--- config.mk ---
export PLATFORM = sky130hd
export DESIGN_NAME = nvs_cycle_seq
export DESIGN_NICKNAME = d
export VERILOG_FILES = /design/src/rtl/nvs_pkg.sv /design/src/rtl/nvs_restore_latch.sv /design/src/rtl/nvs_phase_timer.sv /design/src/rtl/nvs_phase_fsm.sv /design/src/rtl/nvs_cycle_seq.sv
export SDC_FILE = /design/constraint.sdc
export NUM_CORES = 1
export LEC_CHECK = 0
export BUFFER_PORTS_ARGS = -buffer_cell sky130_fd_sc_hd__buf_2
export CORE_MARGIN = 2
export CORE_UTILIZATION = 43
export DETAILED_ROUTE_END_ITERATION = 8
export PLACE_DENSITY = 0.74
export SLEW_MARGIN = 20
export SYNTH_ARGS = -nofsm -noshare
export SYNTH_HDL_FRONTEND = slang
export SYNTH_SLANG_ARGS = --single-unit
export TNS_END_PERCENT = 5
--- constraint.sdc ---
create_clock -name clk -period 3.3 [get_ports clk]
set_clock_uncertainty 0.15 [all_clocks]
set_input_delay 0.825 -clock clk [delete_from_list [all_inputs] [get_ports clk]]
set_output_delay 0.825 -clock clk [all_outputs]
set_load 0.01 [all_outputs]
--- src/rtl/nvs_pkg.sv ---
package nvs_pkg;
  typedef enum logic [2:0] {
    ST_IDLE  = 3'd0,
    ST_ERASE = 3'd1,
    ST_PROG  = 3'd2,
    ST_CLEAR = 3'd3,
    ST_LOAD  = 3'd4
  } nvs_state_e;

  localparam logic [1:0] CMD_SAVE    = 2'b00;
  localparam logic [1:0] CMD_RESTORE = 2'b01;
  localparam logic [1:0] CMD_ASDIS   = 2'b10;
endpackage

--- src/rtl/nvs_restore_latch.sv ---
module nvs_restore_latch (
  input  logic clk,
  input  logic rst_n,
  input  logic supply_ok,
  input  logic take,
  output logic pending
);
  // A low supply always wins over consumption of the request.
  always_ff @(posedge clk) begin
    if (!rst_n)          pending <= 1'b1;
    else if (!supply_ok) pending <= 1'b1;
    else if (take)       pending <= 1'b0;
  end
endmodule

--- src/rtl/nvs_phase_timer.sv ---
module nvs_phase_timer #(
  parameter int CNT_W = 16
) (
  input  logic             clk,
  input  logic             rst_n,
  input  logic             load,
  input  logic [CNT_W-1:0] load_len,
  output logic             done
);
  logic [CNT_W-1:0] cnt;

  always_ff @(posedge clk) begin
    if (!rst_n) begin
      cnt <= '0;
    end else if (load) begin
      cnt <= (load_len == '0) ? '0 : load_len - CNT_W'(1);
    end else if (cnt != '0) begin
      cnt <= cnt - CNT_W'(1);
    end
  end

  assign done = (cnt == '0);
endmodule

--- src/rtl/nvs_phase_fsm.sv ---
module nvs_phase_fsm
  import nvs_pkg::*;
#(
  parameter int CNT_W = 16
) (
  input  logic             clk,
  input  logic             rst_n,
  input  logic             supply_ok,
  input  logic             cmd_valid,
  input  logic [1:0]       cmd_code,
  input  logic             pending,
  input  logic             tmr_done,
  input  logic [CNT_W-1:0] erase_len,
  input  logic [CNT_W-1:0] program_len,
  input  logic [CNT_W-1:0] clear_len,
  input  logic [CNT_W-1:0] load_len,
  output nvs_state_e       state,
  output logic             take,
  output logic             tmr_load,
  output logic [CNT_W-1:0] tmr_len,
  output logic             autostore_en
);
  nvs_state_e state_n;
  logic       as_clr;

  always_comb begin
    state_n = state;
    take    = 1'b0;
    as_clr  = 1'b0;
    unique case (state)
      ST_IDLE: begin
        if (supply_ok) begin
          if (pending) begin
            state_n = ST_CLEAR;
            take    = 1'b1;
          end else if (cmd_valid) begin
            case (cmd_code)
              CMD_SAVE:    state_n = ST_ERASE;
              CMD_RESTORE: state_n = ST_CLEAR;
              CMD_ASDIS:   as_clr  = 1'b1;
              default:     state_n = ST_IDLE;
            endcase
          end
        end
      end
      ST_ERASE: if (tmr_done) state_n = ST_PROG;
      ST_PROG:  if (tmr_done) state_n = ST_IDLE;
      ST_CLEAR: if (tmr_done) state_n = ST_LOAD;
      ST_LOAD:  if (tmr_done) state_n = ST_IDLE;
      default:  state_n = ST_IDLE;
    endcase
    if (!supply_ok) state_n = ST_IDLE;
  end

  always_comb begin
    tmr_load = (state_n != ST_IDLE) && (state_n != state);
    case (state_n)
      ST_ERASE: tmr_len = erase_len;
      ST_PROG:  tmr_len = program_len;
      ST_CLEAR: tmr_len = clear_len;
      ST_LOAD:  tmr_len = load_len;
      default:  tmr_len = '0;
    endcase
  end

  always_ff @(posedge clk) begin
    if (!rst_n) begin
      state        <= ST_IDLE;
      autostore_en <= 1'b1;
    end else begin
      state <= state_n;
      if (as_clr) autostore_en <= 1'b0;
    end
  end

  AST_AUTO_START: assert property (@(posedge clk) disable iff (!rst_n)
    (state == ST_IDLE && supply_ok && pending) |=> (state == ST_CLEAR && !pending));
  AST_ERASE_TO_PROG: assert property (@(posedge clk) disable iff (!rst_n)
    (state == ST_ERASE && tmr_done && supply_ok) |=> (state == ST_PROG));
  AST_CLEAR_TO_LOAD: assert property (@(posedge clk) disable iff (!rst_n)
    (state == ST_CLEAR && tmr_done && supply_ok) |=> (state == ST_LOAD));
  AST_ASDIS_QUIET: assert property (@(posedge clk) disable iff (!rst_n)
    (state == ST_IDLE && supply_ok && !pending && cmd_valid && cmd_code == CMD_ASDIS)
    |=> (state == ST_IDLE && !autostore_en));
  AST_BUSY_FLAG_STABLE: assert property (@(posedge clk) disable iff (!rst_n)
    (state != ST_IDLE) |=> $stable(autostore_en));
  AST_SUPPLY_ABORT: assert property (@(posedge clk) disable iff (!rst_n)
    !supply_ok |=> (state == ST_IDLE && pending));
endmodule

--- src/rtl/nvs_cycle_seq.sv ---
module nvs_cycle_seq
  import nvs_pkg::*;
#(
  parameter int CNT_W = 16
) (
  input  logic             clk,
  input  logic             rst_n,
  input  logic             cmd_valid,
  input  logic [1:0]       cmd_code,
  input  logic             supply_ok,
  input  logic [CNT_W-1:0] erase_cycles,
  input  logic [CNT_W-1:0] program_cycles,
  input  logic [CNT_W-1:0] clear_cycles,
  input  logic [CNT_W-1:0] load_cycles,
  output logic             busy_n,
  output logic             host_en,
  output logic             ph_erase,
  output logic             ph_program,
  output logic             ph_clear,
  output logic             ph_load,
  output logic             autostore_en
);
  nvs_state_e       state;
  logic             pending;
  logic             take;
  logic             tmr_load;
  logic             tmr_done;
  logic [CNT_W-1:0] tmr_len;

  nvs_restore_latch u_latch (
    .clk       (clk),
    .rst_n     (rst_n),
    .supply_ok (supply_ok),
    .take      (take),
    .pending   (pending)
  );

  nvs_phase_timer #(.CNT_W(CNT_W)) u_timer (
    .clk      (clk),
    .rst_n    (rst_n),
    .load     (tmr_load),
    .load_len (tmr_len),
    .done     (tmr_done)
  );

  nvs_phase_fsm #(.CNT_W(CNT_W)) u_fsm (
    .clk          (clk),
    .rst_n        (rst_n),
    .supply_ok    (supply_ok),
    .cmd_valid    (cmd_valid),
    .cmd_code     (cmd_code),
    .pending      (pending),
    .tmr_done     (tmr_done),
    .erase_len    (erase_cycles),
    .program_len  (program_cycles),
    .clear_len    (clear_cycles),
    .load_len     (load_cycles),
    .state        (state),
    .take         (take),
    .tmr_load     (tmr_load),
    .tmr_len      (tmr_len),
    .autostore_en (autostore_en)
  );

  assign ph_erase   = (state == ST_ERASE);
  assign ph_program = (state == ST_PROG);
  assign ph_clear   = (state == ST_CLEAR);
  assign ph_load    = (state == ST_LOAD);
  assign busy_n     = (state == ST_IDLE);
  assign host_en    = busy_n && supply_ok && !pending;

  AST_STROBE_ONEHOT: assert property (@(posedge clk) disable iff (!rst_n)
    $onehot0({ph_erase, ph_program, ph_clear, ph_load}));
  AST_HOST_GATED: assert property (@(posedge clk) disable iff (!rst_n)
    !busy_n |-> !host_en);
  AST_PROG_AFTER_ERASE: assert property (@(posedge clk) disable iff (!rst_n)
    $rose(ph_program) |-> $past(ph_erase));
  AST_LOAD_AFTER_CLEAR: assert property (@(posedge clk) disable iff (!rst_n)
    $rose(ph_load) |-> $past(ph_clear));
endmodule

Yosys cells after proc, flatten, opt, wreduce, memory -nomap -nowiden
Cells that the tools add are included.
- shifts and indexed selects: 0
- add/subtract/negate cells: 2
- $mul: 0
- reductions and logical operators: 13
- bitwise logic cells: 0
- multiplexer cells: 20
- div/mod/pow operators: 0
- equal/unequal tests: 11
- $lt $le $gt $ge: 0
- operators by type and width (kind ; count):
    $pmux 16 s4 ; 1
    $mux 16 ; 3
    $logic_not 16->1 ; 2
    $sub 16x1->16 const B ; 2
    $mux 3 ; 6
    $reduce_bool 16->1 ; 1
    $eq 3x2->1 const B ; 4
    $pmux 3 s4 ; 1
    $pmux 3 s3 ; 1
    $mux 1 ; 8
    $eq 3x1->1 const B ; 2
    $eq 3x3->1 const B ; 2
    $logic_and 1x1->1 ; 3
    $logic_not 3->1 ; 1
    $ne 3x3->1 ; 1
    $reduce_bool 3->1 ; 1
    $eq 2x1->1 const B ; 1
    $eq 2x2->1 const B ; 1
    $logic_not 2->1 ; 1
    $reduce_and 2->1 ; 1
    $reduce_bool 2->1 ; 1
    $reduce_or 2->1 ; 1
    $logic_not 1->1 ; 1
- input bits: 70
- register bits after elaboration: 21
- logic and storage cells: 50
- memories kept: 0
- output and inout port bits: 7
- bits in read-only memories: 0
- memory bits (writable): 0
- bits in latches: 0

Logic depth before layout (Yosys ltp)
Gate-level depths: netlist (run 1).
- depth after elaboration: 11
- gate-level depth with buffers: 17
- gate-level depth less buffers: 14

Modules after synthesis
Synthesis (run 1) repeated with hierarchy kept, for this count alone.
- cell total of the unflattened synthesis: 254
- area, all modules: 2142.1 um^2
- by module, submodules not included (module ; sequential area each (um^2) ; area an instance (um^2) ; cells an instance ; times used):
    nvs_phase_timer ; 320.3 ; 1228.7 ; 148 ; 1
    nvs_phase_fsm ; 80.1 ; 825.8 ; 97 ; 1
    nvs_cycle_seq ; 0.0 ; 51.3 ; 6 ; 1
    nvs_restore_latch ; 20.0 ; 36.3 ; 3 ; 1

Worst setup path after synthesis (run 1)
No wires, ideal clock.
- kind: in2reg
- start point: in cmd_code[1]
- end point: reg u_timer.cnt[10]
- setup slack: -0.199 ns
- required time: 3.018 ns
- arrival: 3.217 ns
- buffers on the path: 3
- cell stages on the path: 15
- library setup time: 0.132 ns
- cells stage by stage: nand2b_1 -> a21boi_2 -> a21oi_2 -> buf_6 -> or3_1 -> buf_4 -> buf_8 -> o221ai_2 -> inv_1 -> ha_1 -> o211ai_1 -> nor3_1 -> a21o_1 -> a41oi_1 -> nor2_1
- cells in the longest elaborated chain, start to end: 11
- elaborated cells on any way between the ends: 21
- those cells by class: 1 x add/sub; 7 x eq/ne; 8 x mux; 5 x reduce/logical
- RTL lines (what ; RTL line ; text):
    from (decl) ; nvs_cycle_seq.sv:9 ; input logic [1:0] cmd_code,
    $eq 2x2->1, or another cell as far along ; nvs_phase_fsm.sv:37 ; case (cmd_code)
    $pmux 3 s3 (*) ; nvs_phase_fsm.sv:37 ;
    $mux 3 (*) ; nvs_phase_fsm.sv:36 ; end else if (cmd_valid) begin
    $mux 3 (*) ; nvs_phase_fsm.sv:33 ; if (pending) begin
    $pmux 3 s4 (*) ; nvs_phase_fsm.sv:30 ; unique case (state)
    $mux 3 (*) ; nvs_phase_fsm.sv:52 ; if (!supply_ok) state_n = ST_IDLE;
    $eq 3x3->1, or another cell as far along ; nvs_phase_fsm.sv:57 ; case (state_n)
    $pmux 16 s4 ; nvs_phase_fsm.sv:57 ;
    $sub 16x1->16 / $logic_not 16->1 (equally long branches) ; nvs_phase_timer.sv:16 ; cnt <= (load_len == '0) ? '0 : load_len - CNT_W'(1);
    $mux 16 ; nvs_phase_timer.sv:16 ;
    $mux 16 ; nvs_phase_timer.sv:15 ; end else if (load) begin
    to (signal assigned) ; nvs_phase_timer.sv:16 ;
    to (signal assigned) ; nvs_phase_timer.sv:18 ; cnt <= cnt - CNT_W'(1);
    to (decl) ; nvs_phase_timer.sv:10 ; logic [CNT_W-1:0] cnt;
Every way passes the cells marked *; elsewhere a longest branch is shown, timed or not.
A chain may end at the register's enable or synchronous reset.

Final worst setup path (run 1)
- start point: reg u_timer.cnt[1]
- end point: reg u_timer.cnt[9]
- cells in the longest elaborated chain, start to end: 9
- elaborated cells on any way between the ends: 22
- those cells by class: 2 x add/sub; 5 x eq/ne; 9 x mux; 6 x reduce/logical
- RTL lines (what ; RTL line ; text):
    $logic_not 16->1 ; nvs_phase_timer.sv:22 ; assign done = (cnt == '0);
    $mux 3, on equally long branches ; - ;
    $pmux 3 s4 ; nvs_phase_fsm.sv:30 ;
    $mux 3 ; nvs_phase_fsm.sv:52 ;
    $eq 3x3->1, or another cell as far along ; nvs_phase_fsm.sv:57 ;
    $pmux 16 s4 ; nvs_phase_fsm.sv:57 ;
    $sub 16x1->16 / $logic_not 16->1 (equally long branches) ; nvs_phase_timer.sv:16 ;
    $mux 16 ; nvs_phase_timer.sv:16 ;
    $mux 16 ; nvs_phase_timer.sv:15 ;
Several ways; a longest one is shown, not always the timed one. The select of a mux whose other input is x is not followed.

==> flow_results.org, run 1 <==
** Worst setup path
- Critical Path Start Type :: flip-flop
- Grouping stages by cell kind, the critical path spends the most delay in simple AND/OR/NAND/NOR gates.
- Slowest cell on the critical path :: sky130_fd_sc_hd__nor4_4
- Worst R2R Setup Slack :: 110 ps
- The number of cells on the worst reg-to-reg path is 13.
- Max incr delay on CP :: roughly 430 ps
- Element type at the critical path end :: flip-flop
- Following the worst setup path forward leads to its endpoint at u_timer.cnt[9]$_SDFFE_PN0P_.
- For the worst setup path, the data required time is 3290 ps.
- Largest driver fanout on the critical path :: 7
- The most critical setup path has its startpoint at u_timer.cnt[1]$_SDFFE_PN0P_.
- Critical Path AT :: 3180 ps
- Critical path depth :: 13
- Reg-to-Reg End :: u_timer.cnt[9]$_SDFFE_PN0P_
- Worst r2r src :: u_timer.cnt[1]$_SDFFE_PN0P_
- The worst setup path is of the flip-flop to flip-flop kind.
- Crit-path cells :: inv_2 -> ha_4 -> nor4b_4 -> nand4_4 -> a21oi_4 -> buf_4 -> buf_4 -> mux2i_2 -> o21ai_2 -> nor4_4 -> nand4_4 -> nand3_4 -> o22ai_1
- The critical path contains buffers and inverters numbering 3 combined.

** Global route
- Wire length of the first global-routing pass :: 10300 um
- Pin count of the biggest net entering global routing :: 22
- For this run, the total global-route usage over all layers was measured as 23.4%.
- Global-route congestion overflow total :: 0
- Initial antenna violation count :: 0
- The number of global-route vias before repair is approximately 2400.

** Final layout
- Fraction of layout instances using a drive strength above 1 :: 49.5%
- Area growth, synth to finish :: 50.2%
- The number of antenna diodes in the final layout is 0.
- The net count of the finished layout is 470.
- Count of filler cells inserted in the layout :: between 300 and 400

** STA
- In the finished design, the share of the clock period the worst path needs comes to 96.6%.
- Setup violations remaining at the end of the flow were counted as 0.
- The tightest hold path in the finished design has a slack of about 320 ps.
- Transition time of the tightest slew-check pin :: 450 ps
- The count of final max-slew check failures came to 0.
- Based on the critical path, the design can be clocked at up to 314 MHz.
- After layout, the minimum clock period comes to 3190 ps.
- Endpoints failing hold :: 0
- Headroom to the max-slew limit came out at 70.0%.

** Clock network
- For this design, the sink count on the clock tree is 21.
- Clock tree synthesis inserted a total of 3 buffers.
- Number of levels in the clock H-tree :: 1
- Clock tree from TritonCTS :: done
- Hold buffers post-CTS :: 0
- Clock Tree Root :: sky130_fd_sc_hd__clkbuf_8
- The later pin in the worst-skew pair is clocked with a latency of 260 ps.
- Maximum clock insertion buffer count :: 2
- Clock slew at the register clock pins of the worst setup and hold paths :: 70 ps

** Drt
- After detailed routing, the average wire length per cell comes to roughly 14 um.
- Iteration count of the initial detailed-routing pass :: 4
- After detailed routing, the number of remaining DRC violations is 0.
- The final route contains 2519 vias.
- Post-DRT Antenna Nets :: 0
- The detailed router finished its first iteration with 72 violations.
- Routed vias/inst :: 5.44
- Final wirelength :: 6630 um

** Synth
- A synthesized cell averages 8.17 um2.
- For this run, the leading register cell type out of synthesis is sky130_fd_sc_hd__dfxtp_1.
- The synthesized netlist contains 61 unique library cells.
- After synthesis the netlist holds a flip-flop and latch count of 21.
- Summed over all instances, the cell type with the most area after synthesis is sky130_fd_sc_hd__dfxtp_1.
- The mapped netlist covers around 0.0022 mm2.
- Cell count after synthesis :: 268
- Mapped Nets :: 341
- During synthesis, Yosys emitted a total of 0 warnings.
- In this run the biggest area consumer among cell types represents 19.2% of the synthesized area.
- Summing the sequential cell areas from Yosys gives roughly a fifth of the chip area.
- After synthesis, the cell types taking the most area are sky130_fd_sc_hd__dfxtp_1 19%, sky130_fd_sc_hd__mux2i_1 6.9%, sky130_fd_sc_hd__o221ai_2 6.9%, sky130_fd_sc_hd__xor2_1 5.2%, sky130_fd_sc_hd__nor2_1 4.5%.
- Yosys mapped a number of flops with a built-in enable equal to 0.
- After synthesis, the share of flip-flops with an asynchronous set or reset is 0%.

** Place
- Sum of net half-perimeters after detailed placement :: 5090 um
- Number of port buffers :: 76
- Routability-driven placement finished with a final weighted congestion of 0.882.

** Die
- Area of the die :: 0.00568 mm2
- Measured along the x axis, the die boundary spans 75.4 um.
- Standard-cell rows :: 25
- Initial core utilization :: 45.5%
- Vertical extent of the die :: about 75 um
- Pin placement for this block handled 77 I/O pins.
- The floorplan step defined a core boundary enclosing between 0.004 and 0.005 mm2.

** Pwr
- Power spread over the standard cell area amounts to 678 mW/mm2.
- Summing internal, switching and leakage power gives 2.23 mW.
- Leak pwr :: 1.48 nW
- Max IR drop VDD :: 0.265 mV

** Min path
- Min-Delay Path Class :: flip-flop to flip-flop

** Outcome
- The run finished with clean final reports.

** Flow run
- Number of max-cap violations :: 0
==> where the power goes <==
part | internal (mW) | leakage (nW) | switching (mW)
registers | 0.342 | 0.173 | 0.0966
clock network | 0.0860 | 0.0228 | 0.0811
logic | 0.815 | 1.28 | 0.810
total | 1.24 | 1.48 | 0.987
==> Yosys cell counts (all sizes together), types with 2 or more instances <==
cell type and count:
nor3b 2, a41oi 2, xnor2 10, and3 3
nand4 6, and3b 2, mux2i 16, dfxtp 21
a22oi 2, o211ai 2, a31oi 7, o21ai 7
nor3 14, a21o 4, nand3 9, clkbuf 3
o22ai 7, or3 2, and2 3, a32oi 2
nor2 26, xor2 13, a21oi 6, nor4 7
nand2 24, buf 11, nor2b 3, ha 3
o221ai 14, inv 23
==> routing by layer <==
layer | vias to the layer above | part of all wire, % | GRT usage [%]
met5 | - | 0 | 0
met4 | 0 | 2.7 | 5.85
met3 | 19 | 5.7 | 2.78
met2 | 85 | 51 | 44.2
met1 | 1172 | 41 | 28.1
li1 | 1243 | - | -
==> cells in the final DEF (no fill, tap or decap), drive strengths merged, types with 9 or more instances in the layout <==
master and instances:
o221ai 14, nor3 14, mux2i 16, xor2 13, buf 137, xnor2 10, nand3 9, dfxtp 21
inv 23, nand2 24, nor2 26
==> worst reg2reg max path: cells and delay by family (launching register included) <==
kind | cells | cell delay, ps
AND/OR/NAND/NOR | 5 | 1210
AO/OA/AOI/OAI | 3 | 460
buffers and inverters | 3 | 440
multiplexers | 1 | 350
flip-flops | 1 | 320
adder cells (fa/ha/maj) | 1 | 130
==> state kept, by name, indices dropped and copies added (netlist names) <==
name and count:
u_fsm.autostore_en 1, u_timer.cnt 16, u_fsm.state 3, u_latch.pending 1
==> metrics by stage <==
stage | util [%] | cells | setup WS [ps] | setup TNS (ps) | instance area [um2]
after floorplan | - | 268 | -4.57 | -4.57 | 2260
after global placement | 62.8 | 450 | -148 | -1190 | 3020
after detailed placement | 62.8 | 450 | -220 | -2190 | 3020
after CTS | 65.1 | 456 | 7.92 | 0 | 3140
after global routing | 68.3 | 463 | -19.7 | -73.3 | 3290
final | 68.3 | 463 | 112 | 0 | 3290
==> layout make-up <==
class                           instances  area, um2  share of cell area, %
Clock buffer                            4       45.0                   1.37
Inverter                               23       86.3                   2.62
Sequential cell                        21        422                   12.8
Multi-Input combinational cell        211       1790                   54.5
Tap cell                               67       83.8                   2.55
Timing Repair Buffer                  137        858                   26.1
==> how the worst min path moves through the flow <==
| stage | from | end | slack [ps] | depth (start not counted) |
|---|---|---|---|---|
| after floorplan | u_latch.pending$_SDFFE_PN1P_ | u_latch.pending$_SDFFE_PN1P_ | 350 | 2 |
| after global placement | u_fsm.autostore_en$_SDFFE_PN1P_ | u_fsm.autostore_en$_SDFFE_PN1P_ | 290 | 1 |
| after detailed placement | u_fsm.autostore_en$_SDFFE_PN1P_ | u_fsm.autostore_en$_SDFFE_PN1P_ | 300 | 1 |
| after CTS | u_fsm.autostore_en$_SDFFE_PN1P_ | u_fsm.autostore_en$_SDFFE_PN1P_ | 320 | 1 |
| after global routing | u_fsm.autostore_en$_SDFFE_PN1P_ | u_fsm.autostore_en$_SDFFE_PN1P_ | 370 | 1 |
| final | u_fsm.autostore_en$_SDFFE_PN1P_ | u_fsm.autostore_en$_SDFFE_PN1P_ | 320 | 1 |
==> cells by family after synthesis <==
logic type	synth area share, %
compound gates	24.4
mux	8.00
fa+ha+maj	1.71
flops	19.2
buf+inv	8.46
simple gates	29.0
xor+xnor	9.20
==> what timing repair did <==
action                                  CTS  global route
setup buffers                             1             7
endpoints found under the setup margin   16            16
pin swaps                                 4            11
gates resized for setup                   9            20
gates cloned                              1             0
(Power assumes the default switching activity.)
==> inputs of run 2 (changes only) <==
ABC_AREA = 1   (was unset)
PLACE_DENSITY = 0.72   (was 0.74)
==> run 2 against run 1 <==
Net effect:
- clock power grew 2%
- synthesized area rose by 19%
- setup slack improved by 140 ps
- synthesized cell count up 51%
- global-route usage fell by 2.9 points
- final cell count is 23% higher
- via count up 11%
- cell area decreased by 3.7%
- combinational power is 20% higher
- non-clock buffer count shrank 45
- critical endpoint is now u_timer.cnt[2]$_SDFFE_PN0P_
- highest routed layer unchanged
==> flow_results.org, run 2 <==
** Final layout
- The antenna diode instance count came to 0 (unchanged).
- In the layout the commonest cells are 116 x sky130_fd_sc_hd__nand2_1, 76 x sky130_fd_sc_hd__buf_2, 41 x sky130_fd_sc_hd__nor2_1.
- The post-layout net count is 567 (+21%).
- Area growth, synth to finish :: 21.8%
- The flip-flop count of the largest register, all copies and words added was 16 (unchanged).
- u_timer.cnt holds more flip-flops than any other register.
- Most common cell after layout, fill and taps aside :: sky130_fd_sc_hd__nand2_1
- Final design instance area without fill :: 0.00317 mm2 (-3.7%)
- The largest registers in the layout are u_timer.cnt: 16 flops, u_fsm.state: 3 flops.
- The share of post-route cells with drive strength above 1 is 38.9% (-11 points).
- Count of filler cells inserted in the layout :: 594 (+52%)

** Drt
- The starting DRC count in detailed routing is 87 (+21%).
- The number of remaining DRC errors was 0 (unchanged).
- Iteration count of the initial detailed-routing pass :: 4 (unchanged)
- The via count was 2803 (+11%).
- The routed via count divided by cell count is 4.93 (-9.3%).
- The number of routed nets with antenna violations is 0 (unchanged).
- The average detailed-routed wire length per instance came to 11.9 um (-17%).
- Final wirelength :: 6770 um (+2.1%)

** Synth
- The number of flops mapped to enable cells by yosys is 0 (unchanged).
- The flip-flop and latch count after synthesis came to 21 (unchanged).
- Cell count after synthesis :: 406 (+51%)
- The sequential area share after synthesis was 16.2% (-3.0 points).
- The most used flip-flop cell after synthesis is sky130_fd_sc_hd__dfxtp_1.
- sky130_fd_sc_hd__nand2_1 is the most common cell in the netlist.
- The post-synthesis instance area was 0.00260 mm2 (+19%).
- The share of the synthesized area in the top cell type was 16.7% (-2.5 points).
- Proportion of register bits with asynchronous set or reset after synthesis :: 0% (unchanged)
- The count of yosys warnings during synthesis is 0 (unchanged).
- Sorting the synthesized cells by area gives the leading types as sky130_fd_sc_hd__nand2_1 17%, sky130_fd_sc_hd__dfxtp_1 16%, sky130_fd_sc_hd__nor2_4 6.9%, sky130_fd_sc_hd__nor2_1 6.5%, sky130_fd_sc_hd__nand2_2 6.0%.
- The unique cell type count in the Yosys netlist came to 37 (-39%).
- Mapped Nets :: 479 (+40%)
- Most frequent cells after synthesis :: 116 x sky130_fd_sc_hd__nand2_1, 45 x sky130_fd_sc_hd__nor2_1, 30 x sky130_fd_sc_hd__nand3_1
- Yosys top cell by area :: sky130_fd_sc_hd__nand2_1
- The per-instance average area after synthesis is 6.41 um2 (-22%).

** Min path
- In this run the most critical hold path is launched from u_fsm.autostore_en$_SDFFE_PN1P_.
- In this run the worst hold path is classified as flip-flop to flip-flop.
- The worst hold path cell count came to 2 (+1).
- The worst hold path terminates at u_fsm.autostore_en$_SDFFE_PN1P_.

** Die
- The number of I/O pins came to 77 (unchanged).
- Standard-cell rows :: 28 (+12%)
- The effective utilization at floorplan came to 44.2% (-1.3 points).
- Vertical extent of the die :: 81.8 um (+8.5%)
- Area of the die :: 0.00669 mm2 (+18%)
- The width of the die was 81.8 um (+8.5%).
- Placeable core region :: 0.00589 mm2 (+22%)

** Worst setup path
- The setup path with the least slack is of type flip-flop to flip-flop.
- The number of cells traversed by the worst register-to-register path is 21 (+8).
- Required time of the worst setup path :: 3350 ps (+60 ps)
- Element type at the critical path end :: flip-flop
- The worst register-to-register path begins at u_timer.cnt[0]$_SDFFE_PN0P_.
- The biggest fanout along the worst timing path was 8 (+1).
- The worst setup path is launched from a flip-flop.
- Reg-to-Reg End :: u_timer.cnt[2]$_SDFFE_PN0P_
- The critical path arrival came to 3100 ps (-80 ps).
- The register-to-register path setup slack is 250 ps (+140 ps).

** Global route
- Initial antenna violation count :: 0 (unchanged)
- The total global routing overflow was 0 (unchanged).
- GRT Util Overall :: 20.5% (-2.9 points)
- The wire length of the first global-routing pass came to 11000 um (+6.4%).
- The pin count of the biggest net entering global routing came to 18 (-18%).
- Via count of the first global-routing pass :: 2465 (+2.5%)

** Clock network
- Clock buffer count from CTS :: 3 (unchanged)
- Clock latency on the worst-skew pair :: 260 ps (about the same)
- Clock tree from TritonCTS :: done
- Number of levels in the clock H-tree :: 1 (unchanged)
- Clock sink count :: 21 (unchanged)
- The number of buffers inserted for hold repair after clock tree synthesis was 0 (unchanged).
- The deepest clock path buffer count is 2 (unchanged).
- The root buffer cell chosen for the clock tree is sky130_fd_sc_hd__clkbuf_8.
- The clock slew at the register clock pins of the worst setup and hold paths was 80 ps (about the same).

** Place
- The total of buffers placed on input and output ports is 76 (unchanged).
- The HPWL after detailed placement was 5470 um (+7.5%).
- The final weighted congestion of routability-driven global placement was 0.869 (-1.5%).
- The standard cell area after detailed placement came to 0.00305 mm2 (+0.74%).

** Pwr
- The total leakage power was 1.65 nW (+11%).
- The highest ir drop seen on vdd came to 0.318 mV (+20%).
- Power density over cell area :: 797 mW/mm2 (+18%)
- The total power after layout is 2.53 mW (+13%).

** STA
- Count of endpoints failing setup in the final report :: 0 (unchanged)
- Final worst path period share :: 92.5% (-4.1 points)
- Min Clock Period, post-route :: 3050 ps (-135 ps)
- Relative slew slack :: 70.8% (+0.83 points)
- The count of final max-slew check failures is 0 (unchanged).
- Transition time of the tightest slew-check pin :: 433 ps (-16.4 ps)
- The number of hold-slack violations in the final timing report came to 0 (unchanged).
- Max Freq :: 328 MHz (+4.4%)

** Flow run
- The number of max-capacitance violations reported was 0 (unchanged).

** Outcome
- Run status :: completed
==> run 2: cell types whose count changed after synthesis, sizes merged, moves of 11 or more <==
cell	change
a21oi	+18
nand2	+123
mux2i	-16
nand3	+35
o221ai	-14
nor2	+51
nand4	+11
nor3	-12
==> run 2: final cells by class <==
type                       count  area, um2  area share, %
multi-input combinational    348       2000           63.2
timing repair buffer          92        500           15.8
sequential                    21        420           13.3
inverter                      28        105           3.32
tap                           75       93.8           2.96
clock buffer                   4       45.0           1.42
==> run 2: critical path, stage by stage, from the launching register on <==
cell	delay, ps
sky130_fd_sc_hd__dfxtp_1	330
sky130_fd_sc_hd__inv_1	70
sky130_fd_sc_hd__ha_1	240
sky130_fd_sc_hd__nand2_2	190
sky130_fd_sc_hd__nor2_4	80
sky130_fd_sc_hd__nand2_4	130
sky130_fd_sc_hd__nand2_2	90
sky130_fd_sc_hd__nor2_4	160
sky130_fd_sc_hd__nor2_8	50
sky130_fd_sc_hd__nor2_4	210
sky130_fd_sc_hd__buf_4	160
sky130_fd_sc_hd__nand3_1	90
sky130_fd_sc_hd__nand2_1	100
sky130_fd_sc_hd__nor2_2	60
sky130_fd_sc_hd__ha_1	180
sky130_fd_sc_hd__inv_1	50
sky130_fd_sc_hd__nor2_1	50
sky130_fd_sc_hd__nand2_2	70
sky130_fd_sc_hd__nor2_4	60
sky130_fd_sc_hd__nor2_4	250
sky130_fd_sc_hd__nand2_2	100
sky130_fd_sc_hd__a21oi_1	130
==> run 2: layer usage <==
| metal | track usage, % | share of wire [%] | vias up |
|---|---|---|---|
| li1 | - | - | 1492 |
| met2 | 37.2 | 49 | 75 |
| met1 | 26.4 | 46 | 1231 |
| met3 | 1.43 | 3.9 | 5 |
| met4 | 4.67 | 0.97 | 0 |
| met5 | 0 | 0 | - |
==> run 2: repair_timing <==
action / 4_1_cts / 5_1_grt
endpoints found under the setup margin: 0 / 16
setup buffers: 0 / 7
endpoints found under the hold margin: 0 / 0
gates resized for setup: 0 / 5
==> run 2: kinds of logic (layout without fill, tap and decap cells) <==
family	count (synthesis)	count (layout)	share of synthesized area, %
adders and majority gates	3	3	1.44
AOI/OAI and AO/OA	38	38	8.51
DFF	21	21	16.2
xor gates and xnor gates	12	12	4.04
and+or+nand+nor	294	295	62.0
buffers and inverters	38	124	7.79
==> run 2: through the flow <==
step	TNS, ps	worst slack, ps	hold slack (ps)	std cells	utilization (%)
finish	0	247	304	568	53.8
CTS	0	49.2	311	560	52.5
global placement	0	68.4	296	556	51.7
detailed placement	-134	-52.0	301	556	51.7
floorplan	0	285	324	406	-
global route	-8.63	-8.63	337	568	53.8
==> run 2: power by group <==
part	leakage (nW)	switching [mW]	total (mW)	internal, mW
clock network	0.0228	0.0844	0.171	0.0862
logic	1.45	1.23	1.94	0.711
registers	0.173	0.0747	0.417	0.343
==> run 2: worst max-delay path by stage <==
stage	start	endpoint	cells past startpoint
global route	u_timer.cnt[0]$_SDFFE_PN0P_	u_timer.cnt[10]$_SDFFE_PN0P_	21
global placement	cmd_code[1]	u_timer.cnt[14]$_SDFFE_PN0P_	22
detailed placement	cmd_code[1]	u_timer.cnt[14]$_SDFFE_PN0P_	21
CTS	u_timer.cnt[0]$_SDFFE_PN0P_	u_timer.cnt[14]$_SDFFE_PN0P_	19
floorplan	cmd_code[0]	u_timer.cnt[14]$_SDFFE_PN0P_	20
finish	u_timer.cnt[0]$_SDFFE_PN0P_	u_timer.cnt[2]$_SDFFE_PN0P_	21
